### src/rtl/masq_pkg.sv
package masq_pkg;
    parameter int ADDR_W = 32;
    parameter int MASK_W = 16;
    parameter int DISP_W = 16;
    parameter int STEP   = 4;

    typedef enum logic [1:0] {
        AM_IND  = 2'd0,
        AM_POST = 2'd1,
        AM_PRE  = 2'd2,
        AM_DISP = 2'd3
    } amode_e;

    localparam logic [7:0] DBG_MASK_RD = 8'hE5;
    localparam logic [7:0] DBG_MASK_WR = 8'hC5;
    localparam logic [7:0] DBG_ACC_RD  = 8'hE6;
    localparam logic [7:0] DBG_ACC_WR  = 8'hC6;

    typedef struct packed {
        logic [ADDR_W-1:0] addr;
        logic [ADDR_W-1:0] next;
        logic              wb;
    } agen_res_t;

    function automatic logic [ADDR_W-1:0] eff_mask(input logic en, input logic [MASK_W-1:0] m);
        if (en) return {{(ADDR_W-MASK_W){1'b1}}, m};
        return '1;
    endfunction

    function automatic logic [ADDR_W-1:0] sext_disp(input logic [DISP_W-1:0] d);
        return {{(ADDR_W-DISP_W){d[DISP_W-1]}}, d};
    endfunction
endpackage

### src/rtl/masq_dbg_decode.sv
module masq_dbg_decode
    import masq_pkg::*;
(
    input  logic       cmd_valid,
    input  logic [7:0] cmd,
    output logic       mask_wr,
    output logic       mask_rd
);
    always_comb begin
        mask_wr = cmd_valid && (cmd == DBG_MASK_WR);
        mask_rd = cmd_valid && (cmd == DBG_MASK_RD);
    end
endmodule

### src/rtl/masq_mask_reg.sv
module masq_mask_reg
    import masq_pkg::*;
(
    input  logic              clk,
    input  logic              rst,
    input  logic              usr_we,
    input  logic [MASK_W-1:0] usr_wd,
    input  logic              dbg_we,
    input  logic [MASK_W-1:0] dbg_wd,
    output logic [MASK_W-1:0] mask_q
);
    always_ff @(posedge clk) begin
        if (rst)         mask_q <= '1;
        else if (dbg_we) mask_q <= dbg_wd;
        else if (usr_we) mask_q <= usr_wd;
    end
endmodule

### src/rtl/masq_addr_calc.sv
module masq_addr_calc
    import masq_pkg::*;
(
    input  logic [ADDR_W-1:0] areg,
    input  logic [1:0]        mode,
    input  logic [DISP_W-1:0] disp,
    input  logic              en,
    input  logic [MASK_W-1:0] mask,
    output agen_res_t         res
);
    logic [ADDR_W-1:0] m, s_inc, s_dec, s_disp;

    always_comb begin
        m      = eff_mask(en, mask);
        s_inc  = areg + ADDR_W'(STEP);
        s_dec  = areg - ADDR_W'(STEP);
        s_disp = areg + sext_disp(disp);
        res    = '0;
        unique case (amode_e'(mode))
            AM_IND: begin
                res.addr = areg & m;
                res.next = areg;
            end
            AM_POST: begin
                res.addr = areg & m;
                res.next = s_inc & m;
                res.wb   = 1'b1;
            end
            AM_PRE: begin
                res.addr = s_dec & m;
                res.next = s_dec & m;
                res.wb   = 1'b1;
            end
            default: begin
                res.addr = s_disp & m;
                res.next = areg;
            end
        endcase
    end
endmodule

### src/rtl/masq_agen.sv
module masq_agen
    import masq_pkg::*;
(
    input  logic              clk,
    input  logic              rst,
    input  logic              usr_wr_en,
    input  logic [MASK_W-1:0] usr_wr_data,
    output logic [MASK_W-1:0] usr_rd_data,
    input  logic              dbg_cmd_valid,
    input  logic [7:0]        dbg_cmd,
    input  logic [ADDR_W-1:0] dbg_wr_data,
    output logic [ADDR_W-1:0] dbg_rd_data,
    output logic              dbg_mask_sel,
    input  logic [ADDR_W-1:0] areg_in,
    input  logic [1:0]        amode,
    input  logic [DISP_W-1:0] disp_in,
    input  logic              ext_mask_en,
    output logic [ADDR_W-1:0] opnd_addr,
    output logic [ADDR_W-1:0] areg_next,
    output logic              areg_wb
);
    logic              d_wr, d_rd;
    logic [MASK_W-1:0] mask_q;
    agen_res_t         res;

    masq_dbg_decode u_dec (
        .cmd_valid(dbg_cmd_valid),
        .cmd      (dbg_cmd),
        .mask_wr  (d_wr),
        .mask_rd  (d_rd)
    );

    masq_mask_reg u_mask (
        .clk   (clk),
        .rst   (rst),
        .usr_we(usr_wr_en),
        .usr_wd(usr_wr_data),
        .dbg_we(d_wr),
        .dbg_wd(dbg_wr_data[MASK_W-1:0]),
        .mask_q(mask_q)
    );

    masq_addr_calc u_calc (
        .areg(areg_in),
        .mode(amode),
        .disp(disp_in),
        .en  (ext_mask_en),
        .mask(mask_q),
        .res (res)
    );

    always_comb begin
        usr_rd_data  = mask_q;
        dbg_mask_sel = d_wr | d_rd;
        dbg_rd_data  = d_rd ? {{(ADDR_W-MASK_W){1'b0}}, mask_q} : '0;
        opnd_addr    = res.addr;
        areg_next    = res.next;
        areg_wb      = res.wb;
    end
endmodule

### config.mk
export PLATFORM = sky130hd
export DESIGN_NAME = masq_agen
export DESIGN_NICKNAME = d
export VERILOG_FILES = /design/src/rtl/masq_pkg.sv /design/src/rtl/masq_dbg_decode.sv /design/src/rtl/masq_mask_reg.sv /design/src/rtl/masq_addr_calc.sv /design/src/rtl/masq_agen.sv
export SDC_FILE = /design/constraint.sdc
export NUM_CORES = 1
export LEC_CHECK = 0
export ABC_AREA = 1
export BUFFER_PORTS_ARGS = -buffer_cell sky130_fd_sc_hd__buf_2
export CORE_MARGIN = 4
export CORE_UTILIZATION = 45
export DETAILED_ROUTE_END_ITERATION = 8
export PLACE_DENSITY_LB_ADDON = 0.05
export SETUP_SLACK_MARGIN = 0.02
export SLEW_MARGIN = 0
export SYNTH_ARGS = -nofsm -noshare
export SYNTH_HDL_FRONTEND = slang
export SYNTH_SLANG_ARGS = --single-unit
### constraint.sdc
create_clock -name clk -period 2 [get_ports clk]
set_input_delay 0.2 -clock clk [delete_from_list [all_inputs] [get_ports clk]]
set_output_delay 0.2 -clock clk [all_outputs]
set_load 0.02 [all_outputs]
# After elaboration in Yosys (flattened, before gate mapping)
# Cells that the tools add are included.
[word_totals]
regBits = 16
input_bits = 111
out_inout_bits = 114
word_cells = 26
[op_classes]
add_sub_neg = 3
eq_ne = 4
mux = 8
bitwise = 5
reduce_logical = 5
[op_table]
columns = ["op", "count"]
rows = [
  ["$pmux 64 s3", 1],
  ["$and 32x32->32", 4],
  ["$mux 32", 2],
  ["$mux 16", 3],
  ["$add 32x3->32 const B", 1],
  ["$add 32x32->32", 1],
  ["$sub 32x3->32 const B", 1],
  ["$eq 8x8->1 const B", 2],
  ["$eq 2x1->1 const B", 1],
  ["$eq 2x2->1 const B", 1],
  ["$logic_and 1x1->1", 2],
  ["$logic_not 2->1", 1],
  ["$mux 1", 2],
  ["$reduce_bool 2->1", 1],
  ["$reduce_or 2->1", 1],
  ["$or 1x1->1", 1],
]

# Longest topological paths before layout
[logic_depth]
depth_word = 4
mapped_depth = 13
ltp_nobuf = 13

# Modules after synthesis
# A second synthesis with hierarchy kept.
[hier_totals]
cells_unflattened = 1335
hier_area_um2 = 6577.6
[modules_own_cells]
columns = ["mod", "instances", "cells_each", "area_each_um2", "seq_area_each_um2"]
rows = [
  ["masq_addr_calc", 1, 1180, 5525.3, 0.0],
  ["masq_mask_reg", 1, 90, 720.7, 320.3],
  ["masq_agen", 1, 54, 284.0, 0.0],
  ["masq_dbg_decode", 1, 11, 47.5, 0.0],
]

# Worst setup path before layout
# No wires, ideal clock.
[synth_timing]
path_type = "input -> output"
from = "in areg_in[0]"
to = "out opnd_addr[10]"
arrival_time_ns = 1.923
required_ns = 1.800
setup_slack_ns = -0.123
cell_stages = 10
path_buffers = 0
path_cell_list = "ha_1 -> fa_1 -> nand3_1 -> nand3_1 -> nand2_1 -> nand2_1 -> nand2_1 -> nand2_1 -> xnor2_1 -> o21ai_0"
[synth_via]
elab_chain_len = 3
word_cells_on_any_way = 5
classes_between = "2 x add/sub; 1 x mux; 2 x bitwise"
[synth_lines]
columns = ["item", "line", "text"]
rows = [
  ["from (decl)", "masq_agen.sv:14", "input logic [ADDR_W-1:0] areg_in,"],
  ["$add 32x32->32 or $sub 32x3->32 (tied branches)", "masq_addr_calc.sv:17, masq_addr_calc.sv:16", ""],
  ["$and 32x32->32 (on tied branches)", "masq_addr_calc.sv:35, masq_addr_calc.sv:30", ""],
  ["$pmux 64 s3 (*)", "masq_addr_calc.sv:19", "unique case (amode_e'(mode))"],
  ["to (decl)", "masq_agen.sv:18", "output logic [ADDR_W-1:0] opnd_addr,"],
]
# Every way passes the cells marked *; elsewhere a longest branch is shown, timed or not.

# Worst setup path in the final report
[layout_timing]
from = "in areg_in[10]"
to = "out opnd_addr[17]"
# The elaborated chain is that of the path after synthesis.

==> impl_metrics.tcl <==
set metrics [dict create \
    design_area_um2 10600 \
    antenna_found_initial 0 \
    top_regs "u_mask.mask_q: 16 flops" \
    antenna_cells 0 \
    period_needed_ps 2070 \
    violations "setup timing" \
    setup_violations 6 \
    die_w_um 128 \
    drc_errors 0 \
    drtPass1Iterations 5 \
    top_register "u_mask.mask_q" \
    combPwrFrac_pct 79.3 \
    rsz0062_at_grt "true" \
    coreArea_um2 14000 \
    p_int_uw 1730 \
    holdPathStages 3 \
    final_cells 1845 \
    avgRoutedWirePerCell_um 16.7 \
    r2r_slack_ps 1220 \
    vias_per_cell 5.50 \
    worst_pin_slew_ps 545 \
    skew_ps 0 \
    clk_latency_ps 240 \
    start_util_pct 46.4 \
    outcome "finished with violations" \
    crit_required_ps 1800 \
    fmax_mhz 483 \
    power.density_nw_per_um2 338 \
    die_area_um2 16500 \
    cts_made_buffers 3 \
    portBuffers 192 \
    yosysSeqAreaShare_pct 4.92 \
    layout_commonest_cell "nand2_1" \
    cp-startpoint "areg_in[10]" \
    grt_max_degree 43 \
    grt-ovfl-total 0 \
    area_growth_pct 62.2 \
    clockBufferDepth 2 \
    dp_cells 1810 \
    clkPwrFrac_pct 10.6 \
    r2r-start "u_mask.mask_q[13]" \
    timing.final.hold_violations 0 \
    swShare_pct 51.3 \
    power.switching_uw 1830 \
    ys_async_sr_fraction_pct 0 \
    postPlaceCellArea_um2 8540 \
    die_y_um 128 \
    grt_pass1_wl_mm 43.2 \
    ant_nets 0 \
    fin_ws_ps -71.0 \
    critPathMaxFanout 4 \
    wirelength_mm 30.9 \
    cts_root_buf "clkbuf_16" \
    hold_end "u_mask.mask_q[7]" \
    synth_area_leaders "nand2_1 (30%), inv_1 (11%), nand3_1 (9.0%)" \
    first_global_vias 8608 \
    drv_slew 0 \
    slew_headroom_pct 63.6 \
    vias 10200 \
    tritoncts "done" \
    htreeDepth 1 \
    largest_reg_flops 16 \
    endpoint_kind "primary output" \
    synth_cell_types 42 \
    fin_crit_sh_pct 104 \
    worst_setup_path_start_kind "primary input" \
    drt_iter0_drc 960 \
    num_rows 43 \
    p_leak_uw 0.00559 \
    seqPwrFrac_pct 10.1 \
    drive_gt1_share_pct 38.9 \
    synth-edff-count 0 \
    layout_common_cells "nand2_1 (436), buf_4 (171), inv_1 (170)" \
    hold_class "in2reg" \
    maxCapViolCount 0 \
    synth.cell_area_um2 6510 \
    synth_flop_cell "dfxtp_1" \
    irDropWorstVdd_mv 0.294 \
    clk_pin_slew_worst_paths_ps 50 \
    avgSynthCellArea_um2 4.87 \
    synth_warnings 0 \
    synth_top_area_share_pct 29.9 \
    grtUsageTotal_pct 32.4 \
    final_nets 1816 \
    ys_ff_latch 16 \
    io_pins 225 \
    cp.arrival_ps 1870 \
    netlist_instances 1336 \
    clock-sinks 16 \
    gp_congestion 0.965 \
    reg2reg_depth 2 \
    dp_hpwl_mm 22.9 \
    yosysTopAreaCell "nand2_1" \
    crit_type "in2out" \
    hp-start "dbg_wr_data[7]" \
    reg2reg_to "u_mask.mask_q[13]" \
]
-- area by class of cell --
class                      count  area, um2
clock buffer                   3       75.1
fill                        1206       3480
inverter                     194        747
multi-input combinational   1088       6540
sequential                    16        320
tap                          180        225
timing repair buffer         364       2650
-- per-stage QoR --
step | setup TNS [ps] | setup WS [ps] | power (uW) | util [%] | hold WS (ps)
after floorplan | 0 | 28.2 | 1660 | - | 368
after global placement | -3640 | -292 | 2500 | 60.8 | 457
after detailed placement | -4360 | -330 | 2510 | 60.8 | 459
after CTS | -57.1 | -22.1 | 3080 | 65.8 | 210
after global routing | -1240 | -121 | 3770 | 75.2 | 226
final | -219 | -71.0 | 3560 | 75.2 | 210
-- worst max-delay path: stages --
cell and delay (ps):
buf_2 130, ha_4 300, nand2_4 60, nor2_4 100, inv_2 50, buf_6 120
nor2_4 120, buf_6 110, nand4_1 190, nand3_1 160, nand2_1 60, nand3_1 60
nand2_1 60, buf_6 130
-- cell usage after synthesis, types with 2 or more instances --
library cell	n
nor3_2	5
o32ai_1	2
xor2_1	6
inv_2	6
buf_2	13
nand3b_1	7
o21ai_0	75
nor2_1	148
nand4_1	24
dfxtp_1	16
nor2_4	7
nand3_1	117
or2_2	2
o22ai_1	5
inv_1	185
o211ai_1	17
buf_6	4
a31oi_1	2
o31ai_1	12
nand3_2	3
nor2_2	6
nor3_1	20
o21ai_1	9
clkinv_1	3
a21oi_1	27
xnor2_1	8
buf_4	18
clkbuf_1	17
ha_1	37
nand2_1	518
nand2_2	6
-- metal layers --
metal	vias up	wire length, um	GRT usage (%)	part of all wire [%]
met5	-	0	0	0
met4	0	866	6.55	2.8
met3	85	2990	4.29	9.7
met2	533	14400	52.7	47
met1	4646	12600	45.6	41
li1	4886	-	-	-
-- kinds of logic after synthesis --
family,Yosys count,share of synthesized area [%]
DFF,16,4.92
other,1,0.0576
AOI/OAI and AO/OA,154,13.4
adders and majority gates,38,7.42
xor gates and xnor gates,14,1.88
and+or+nand+nor,866,56.3
buffers and inverters,247,16.0
-- power groups by stage --
stage	clock network [uW]	logic, uW	registers (uW)
floorplan	0	1270	390
global placement	0	2130	365
detailed placement	0	2140	365
CTS	379	2340	359
global route	388	3020	362
finish	377	2830	360
-- worst max-delay path by stage --
stage	end	cells past startpoint
after floorplan	opnd_addr[10]	10
after global placement	opnd_addr[17]	13
after detailed placement	opnd_addr[17]	13
after CTS	opnd_addr[17]	14
after global routing	opnd_addr[14]	12
final	opnd_addr[17]	14
-- repair_timing --
item / CTS / global route
hold buffers: 0 / 0
pin swaps: 23 / 100
buffers inserted: 5 / 26
cloned: 0 / 1
resized for setup: 112 / 317
endpoints found under the setup margin: 42 / 54
Note: power is estimated with default switching activity, not from simulation.
